===== src/rtl/seq_pkg.sv =====
package seq_pkg;
  localparam int unsigned SEQ_DEFAULT_CNT_W = 16;

  // Enable is active when its level opposes the polarity select.
  function automatic logic en_active(input logic en, input logic pol);
    return pol ? ~en : en;
  endfunction
endpackage


===== src/rtl/seq_fault_gate.sv =====
module seq_fault_gate
  import seq_pkg::*;
(
  input  logic clk,
  input  logic rst_n,
  input  logic ref_ok,
  input  logic in_uv,
  input  logic in_ov,
  input  logic en_in,
  input  logic en_pol,
  output logic fault_now,
  output logic toggle_seen
);
  logic en_d, uv_d;

  always_comb begin
    fault_now   = ~ref_ok | in_uv | in_ov | ~en_active(en_in, en_pol);
    toggle_seen = (en_in ^ en_d) | (in_uv ^ uv_d);
  end

  always_ff @(posedge clk) begin
    if (!rst_n) begin
      en_d <= 1'b0;
      uv_d <= 1'b0;
    end else begin
      en_d <= en_in;
      uv_d <= in_uv;
    end
  end
endmodule


===== src/rtl/seq_ouv_timer.sv =====
module seq_ouv_timer #(
  parameter int unsigned CNT_W = 16
) (
  input  logic             clk,
  input  logic             rst_n,
  input  logic             ouv_any,
  input  logic [CNT_W-1:0] term,
  input  logic             clear_req,
  output logic             to_q,
  output logic             to_set
);
  localparam int unsigned EXT_W = CNT_W + 1;

  logic [CNT_W-1:0] cnt_q;
  logic [EXT_W-1:0] cnt_inc;
  logic             do_clear;

  always_comb begin
    cnt_inc  = {1'b0, cnt_q} + EXT_W'(1);
    to_set   = ~to_q & ouv_any & (cnt_inc >= {1'b0, term});
    do_clear = to_q & ~ouv_any & clear_req;
  end

  always_ff @(posedge clk) begin
    if (!rst_n) begin
      cnt_q <= '0;
      to_q  <= 1'b0;
    end else if (to_q) begin
      if (do_clear) begin
        cnt_q <= '0;
        to_q  <= 1'b0;
      end
    end else if (ouv_any) begin
      if (to_set) to_q  <= 1'b1;
      else        cnt_q <= cnt_inc[CNT_W-1:0];
    end else begin
      cnt_q <= '0;
    end
  end
endmodule


===== src/rtl/seq_run_ctrl.sv =====
module seq_run_ctrl (
  input  logic clk,
  input  logic rst_n,
  input  logic fault_now,
  input  logic to_q,
  input  logic to_set,
  input  logic vcc_on,
  input  logic boot_low,
  input  logic boot_above,
  output logic run_aux,
  output logic run_main
);
  logic armed_q, armed_nxt, aux_nxt, main_nxt;

  always_comb begin
    armed_nxt = (fault_now | to_q) ? 1'b0 : (armed_q | boot_low);
    aux_nxt   = armed_nxt & vcc_on & ~to_q & ~to_set;
    main_nxt  = aux_nxt & (run_main | (run_aux & boot_above));
  end

  always_ff @(posedge clk) begin
    if (!rst_n) begin
      armed_q  <= 1'b1;
      run_aux  <= 1'b0;
      run_main <= 1'b0;
    end else begin
      armed_q  <= armed_nxt;
      run_aux  <= aux_nxt;
      run_main <= main_nxt;
    end
  end
endmodule


===== src/rtl/supply_seq_supervisor.sv =====
module supply_seq_supervisor #(
  parameter int unsigned CNT_W = seq_pkg::SEQ_DEFAULT_CNT_W
) (
  input  logic             clk,
  input  logic             rst_n,
  input  logic             ref_ok,
  input  logic             vcc_on,
  input  logic             boot_above,
  input  logic             boot_low,
  input  logic             in_uv,
  input  logic             in_ov,
  input  logic             en_in,
  input  logic             en_pol,
  input  logic             ouv_aux,
  input  logic             ouv_main,
  input  logic [CNT_W-1:0] term_count,
  output logic             run_aux,
  output logic             run_main,
  output logic             fault,
  output logic             timeout_latched
);
  logic fault_now, toggle_seen, to_set, to_q;

  seq_fault_gate u_gate (
    .clk(clk), .rst_n(rst_n), .ref_ok(ref_ok), .in_uv(in_uv), .in_ov(in_ov),
    .en_in(en_in), .en_pol(en_pol), .fault_now(fault_now), .toggle_seen(toggle_seen)
  );

  seq_ouv_timer #(.CNT_W(CNT_W)) u_timer (
    .clk(clk), .rst_n(rst_n), .ouv_any(ouv_aux | ouv_main), .term(term_count),
    .clear_req(toggle_seen & boot_low), .to_q(to_q), .to_set(to_set)
  );

  seq_run_ctrl u_run (
    .clk(clk), .rst_n(rst_n), .fault_now(fault_now), .to_q(to_q), .to_set(to_set),
    .vcc_on(vcc_on), .boot_low(boot_low), .boot_above(boot_above),
    .run_aux(run_aux), .run_main(run_main)
  );

  always_ff @(posedge clk) begin
    if (!rst_n) fault <= 1'b0;
    else        fault <= fault_now;
  end

  assign timeout_latched = to_q;
endmodule


===== config.mk =====
export PLATFORM = sky130hd
export DESIGN_NAME = supply_seq_supervisor
export DESIGN_NICKNAME = d
export VERILOG_FILES = /design/src/rtl/seq_pkg.sv /design/src/rtl/seq_fault_gate.sv /design/src/rtl/seq_ouv_timer.sv /design/src/rtl/seq_run_ctrl.sv /design/src/rtl/supply_seq_supervisor.sv
export SDC_FILE = /design/constraint.sdc
export NUM_CORES = 1
export LEC_CHECK = 0
export ABC_AREA = 1
export CAP_MARGIN = 0
export CORE_AREA = 2 2 85 46
export CTS_BUF_LIST = sky130_fd_sc_hd__clkbuf_8
export DETAILED_ROUTE_END_ITERATION = 6
export DIE_AREA = 0 0 87 48
export DONT_BUFFER_PORTS = 1
export GPL_TIMING_DRIVEN = 0
export HOLD_SLACK_MARGIN = 0.12
export PLACE_DENSITY_LB_ADDON = 0.25
export SLEW_MARGIN = 0
export SYNTH_ARGS = -nofsm -noshare
export SYNTH_HDL_FRONTEND = slang
export SYNTH_SLANG_ARGS = --single-unit

===== constraint.sdc =====
create_clock -name clk -period 3.97 [get_ports clk]
set_input_delay 0.397 -clock clk [delete_from_list [all_inputs] [get_ports clk]]
set_output_delay 0.397 -clock clk [all_outputs]
set_load 0.1 [all_outputs]

==> run summary <==
The max-capacitance violation count is 0. The HPWL after detailed placement is 3300 microns. The layout overhead on the synthesized area came out at 5.28%.

The worst register-to-register path has a setup slack of 1.13 ns. The post-route cell area is 0.00195 sq mm. Counting both buffers and inverters, the worst setup path holds a total of 3.

The maximum cell stage delay along the critical path came out at 0.43 ns. The net count after synthesis came out at 335. In this run the cell area measured after placement is 0.00190 sq mm.

The weighted congestion reported at the end of routability-driven placement is 0.853. The number of distinct library cells after synthesis is 28. The worst setup path is launched from a flop. The path with the worst hold slack has its endpoint at u_gate.uv_d. The placed instance count came out at 332. The startpoint identified for the worst hold timing path is in_uv. The worst-path cell with the longest stage delay is sky130_fd_sc_hd__dfxtp_1.

Counting flops with an async set or reset pin after synthesis yields a share of 0%. The number of I/O pins came out at 32. The count of warnings emitted by yosys came out at 0. Summed over all layers, the routed wires come to 4160 microns. The fill cell total of the finished layout came out at 331.

In the final design database the tool counted 340 nets. The effective utilization at floorplan is 55.0%. The cell at the root of the clock tree is sky130_fd_sc_hd__clkbuf_8. The total die area is 0.00418 sq mm. The combined global-route utilization of all metal layers came out at 21.4%. In this run the static leakage power is 1.11 nW.

The number of antenna violations at the first check in global routing came out at 0. The shortest clock period the worst path allows after layout is 2.84 ns. After synthesis, flip-flops and latches occupy 24.9% of the total area. The maximum number of pins on one net before global-route repair came out at 13. The relative max-transition margin is 31.4%. For the worst-skew pair, the clock arrives at the later sink with an insertion delay of 0.26 ns. The number of endpoints failing setup at the final stage came out at 0. The count of cells resized by post-cts repair came out at 0. CTS saw 23 sinks. The critical path is of the reg -> reg type.

The clock tree buffer depth is 2. The sum of negative setup slack came out at 0 ns. The die is 87 microns wide. For this run, design rule violations remaining after detail routing come to 0. The mean routed wirelength per cell came out at 12.4 microns. After synthesis, the mean cell area works out to 6.37 sq um. The synthesized design contains 0 enable-type register cells. Summing the areas of all compound-gate instances in the mapped netlist gives 8.26% of the synthesized area.

Dividing total power by cell area gives a power density of 256 mW/mm^2. The final worst clock skew came out at 0.00490 ns. The worst setup slack after placement came out at 1.19 ns. Summing the areas of all xor and xnor instances in the mapped netlist gives 5.69% of the synthesized area.

The final worst hold slack is 0.224 ns. The combinational family with the most area after synthesis is simple AND/OR/NAND/NOR gates. Among cell families on the critical path, the largest total delay comes from simple AND/OR/NAND/NOR gates. The largest fanout on the critical path is 10. The number of cells on the worst hold path is 2.

The final global-route overflow total is 0. The maximum vdd ir drop came out at 0.000212 V. The flow ran to the end, and the final reports show no timing, DRC or antenna violations.

The number of diodes is 0. Traced cell by cell, the critical path runs through ha_1 -> nand3_1 -> inv_2 -> nand2_2 -> xnor2_1 -> ha_1 -> nand2_1 -> inv_1 -> a21oi_1 -> nand3_1 -> nand2_1 -> nand3_2 -> nand2_4 -> buf_6 -> nand3_1 -> nand2_1 -> nor2_1. The global-route wire length before repair came out at 6760 microns. The post-synthesis instance area came out at 0.00185 sq mm. The height of the die came out at 48 microns. In this run the critical register-to-register path is captured at u_timer.cnt_q[11]. The simple logic cell fraction of the synthesized area is 38.3%. Derived from the worst setup path, the maximum achievable clock frequency is 352 MHz.

The data required time of the critical path is 4.14 ns. In the routed layout, each cell is associated on average with a via count of 5.30. After clock tree synthesis, the setup repair step added 0 buffers. The count of antenna-violating nets left after detailed routing came out at 0.

In this run the worst hold path is classified as in -> reg. The instance count of the mapped netlist is 290. The depth of the CTS H-tree is 1. Of the cells placed in the final design, the portion with a size suffix greater than 1 is 5.78%. The top cell types in the final layout, fill and taps aside, are 71 x sky130_fd_sc_hd__nand2_1, 41 x sky130_fd_sc_hd__inv_1, 41 x sky130_fd_sc_hd__nor2_1. The startpoint identified for the worst register-to-register timing path is u_timer.cnt_q[0].

The count of buffers added on input and output ports is 0. The post-synthesis sequential element count came out at 23. The final critical-path share of the clock period is 71.6%. Clock-pin slew was measured on the worst setup and hold paths at 0.08 ns. The most common flop cell mapped by yosys is sky130_fd_sc_hd__dfxtp_1. STA puts the critical path data arrival time at 3.01 ns. The number of slew-limit violations in the final report came to 0. In this run, post-CTS hold repair placed 0 buffers. The depth of the most critical reg-to-reg path is 17. The number of global-route vias before repair came out at 1,433. For the pin with the worst max-slew slack, the measured transition is 1.03 ns.

The row count came out at 15. The minimum setup slack in the final design came out at 1.13 ns. The number of iterations in the first detailed-routing pass came out at 4.

The most common library cell in the layout ignoring fill and taps is sky130_fd_sc_hd__nand2_1. The number of clock buffers added by TritonCTS is 3. The nature of the critical path endpoint is a flop. Of the total synthesized cell area, the portion taken by full adders, half adders and majority gates is 11.5%. The number of endpoints with negative hold slack in the final report is 0. The CTS tree is yes.

The routed layout has 1,781 vias. Setup repair after global routing left no endpoint under its margin. In this run, the number of DRC markers left after iteration 0 of detailed routing was 132. The area of the core region is 0.00336 sq mm. The finished layout holds 336 standard cells, fillers aside.

The mux share of post-synthesis cell area is 0%.
-- how the worst max path moves through the flow --
stage	start	end	slack, ns	cells after the start
after floorplan	u_timer.cnt_q[0]	u_timer.cnt_q[0]	1.62	19
after global placement	u_timer.cnt_q[0]	u_timer.cnt_q[14]	1.22	17
after detailed placement	u_timer.cnt_q[0]	u_timer.cnt_q[12]	1.19	17
after CTS	u_timer.cnt_q[0]	u_timer.cnt_q[12]	1.18	17
after global routing	u_timer.cnt_q[0]	u_timer.cnt_q[7]	0.88	19
final	u_timer.cnt_q[0]	u_timer.cnt_q[11]	1.13	17
-- Yosys cell counts, drive strengths merged, types with 3 or more instances --
master  number  share of area [%]
a21oi       23                6.2
buf          3                1.8
clkbuf       6                1.2
dfxtp       23                 25
ha          17                 12
inv         41                8.3
nand2       74                 16
nand3       26                7.3
nand4        4                1.4
nor2        43                9.3
nor3         4                1.1
or2          3                1.0
xnor2        3                1.4
xor2         9                4.3
-- flip-flops by register name (all words and copies together) (netlist names) --
| signal | count |
|---|---|
| fault | 1 |
| u_run.run_aux | 1 |
| u_gate.uv_d | 1 |
| u_gate.en_d | 1 |
| u_timer.cnt_q | 16 |
| u_timer.to_q | 1 |
| u_run.run_main | 1 |
| u_run.armed_q | 1 |
-- metrics by stage --
step	power (mW)	util [%]
after floorplan	0.338	-
after global placement	0.357	56.6
after detailed placement	0.360	56.6
after CTS	0.500	57.9
after global routing	0.527	57.9
final	0.498	57.9
-- cell families after synthesis --
group	after synthesis
compound gates	28
xor+xnor	12
fa+ha+maj	17
buf+inv	50
simple gates	160
flops	23
-- layer usage --
layer | wire (microns) | vias up | GRT usage [%]
met2 | 1580 | 77 | 31.6
li1 | - | 924 | -
met4 | 16 | 0 | 4.06
met3 | 394 | 4 | 4.31
met5 | 0 | - | 0
met1 | 2180 | 776 | 32.4
-- final cells by class --
cell class                 instances  area [sq um]  area share, %
multi-input combinational        217          1180           60.5
sequential                        23           460           23.7
inverter                          41           154           7.91
buffer                             9          56.3           2.89
tap                               42          52.6           2.70
clock buffer                       3          41.3           2.12
clock inverter                     1          3.75          0.193
-- where the power goes --
group | leakage (nW) | internal, mW | switching [mW] | total (mW)
sequential | 0.187 | 0.242 | 0.0197 | 0.261
combinational | 0.892 | 0.0380 | 0.0568 | 0.0949
clock | 0.0269 | 0.0691 | 0.0722 | 0.141
total | 1.11 | 0.349 | 0.149 | 0.498
No activity file was read; power rests on OpenSTA's default activity.
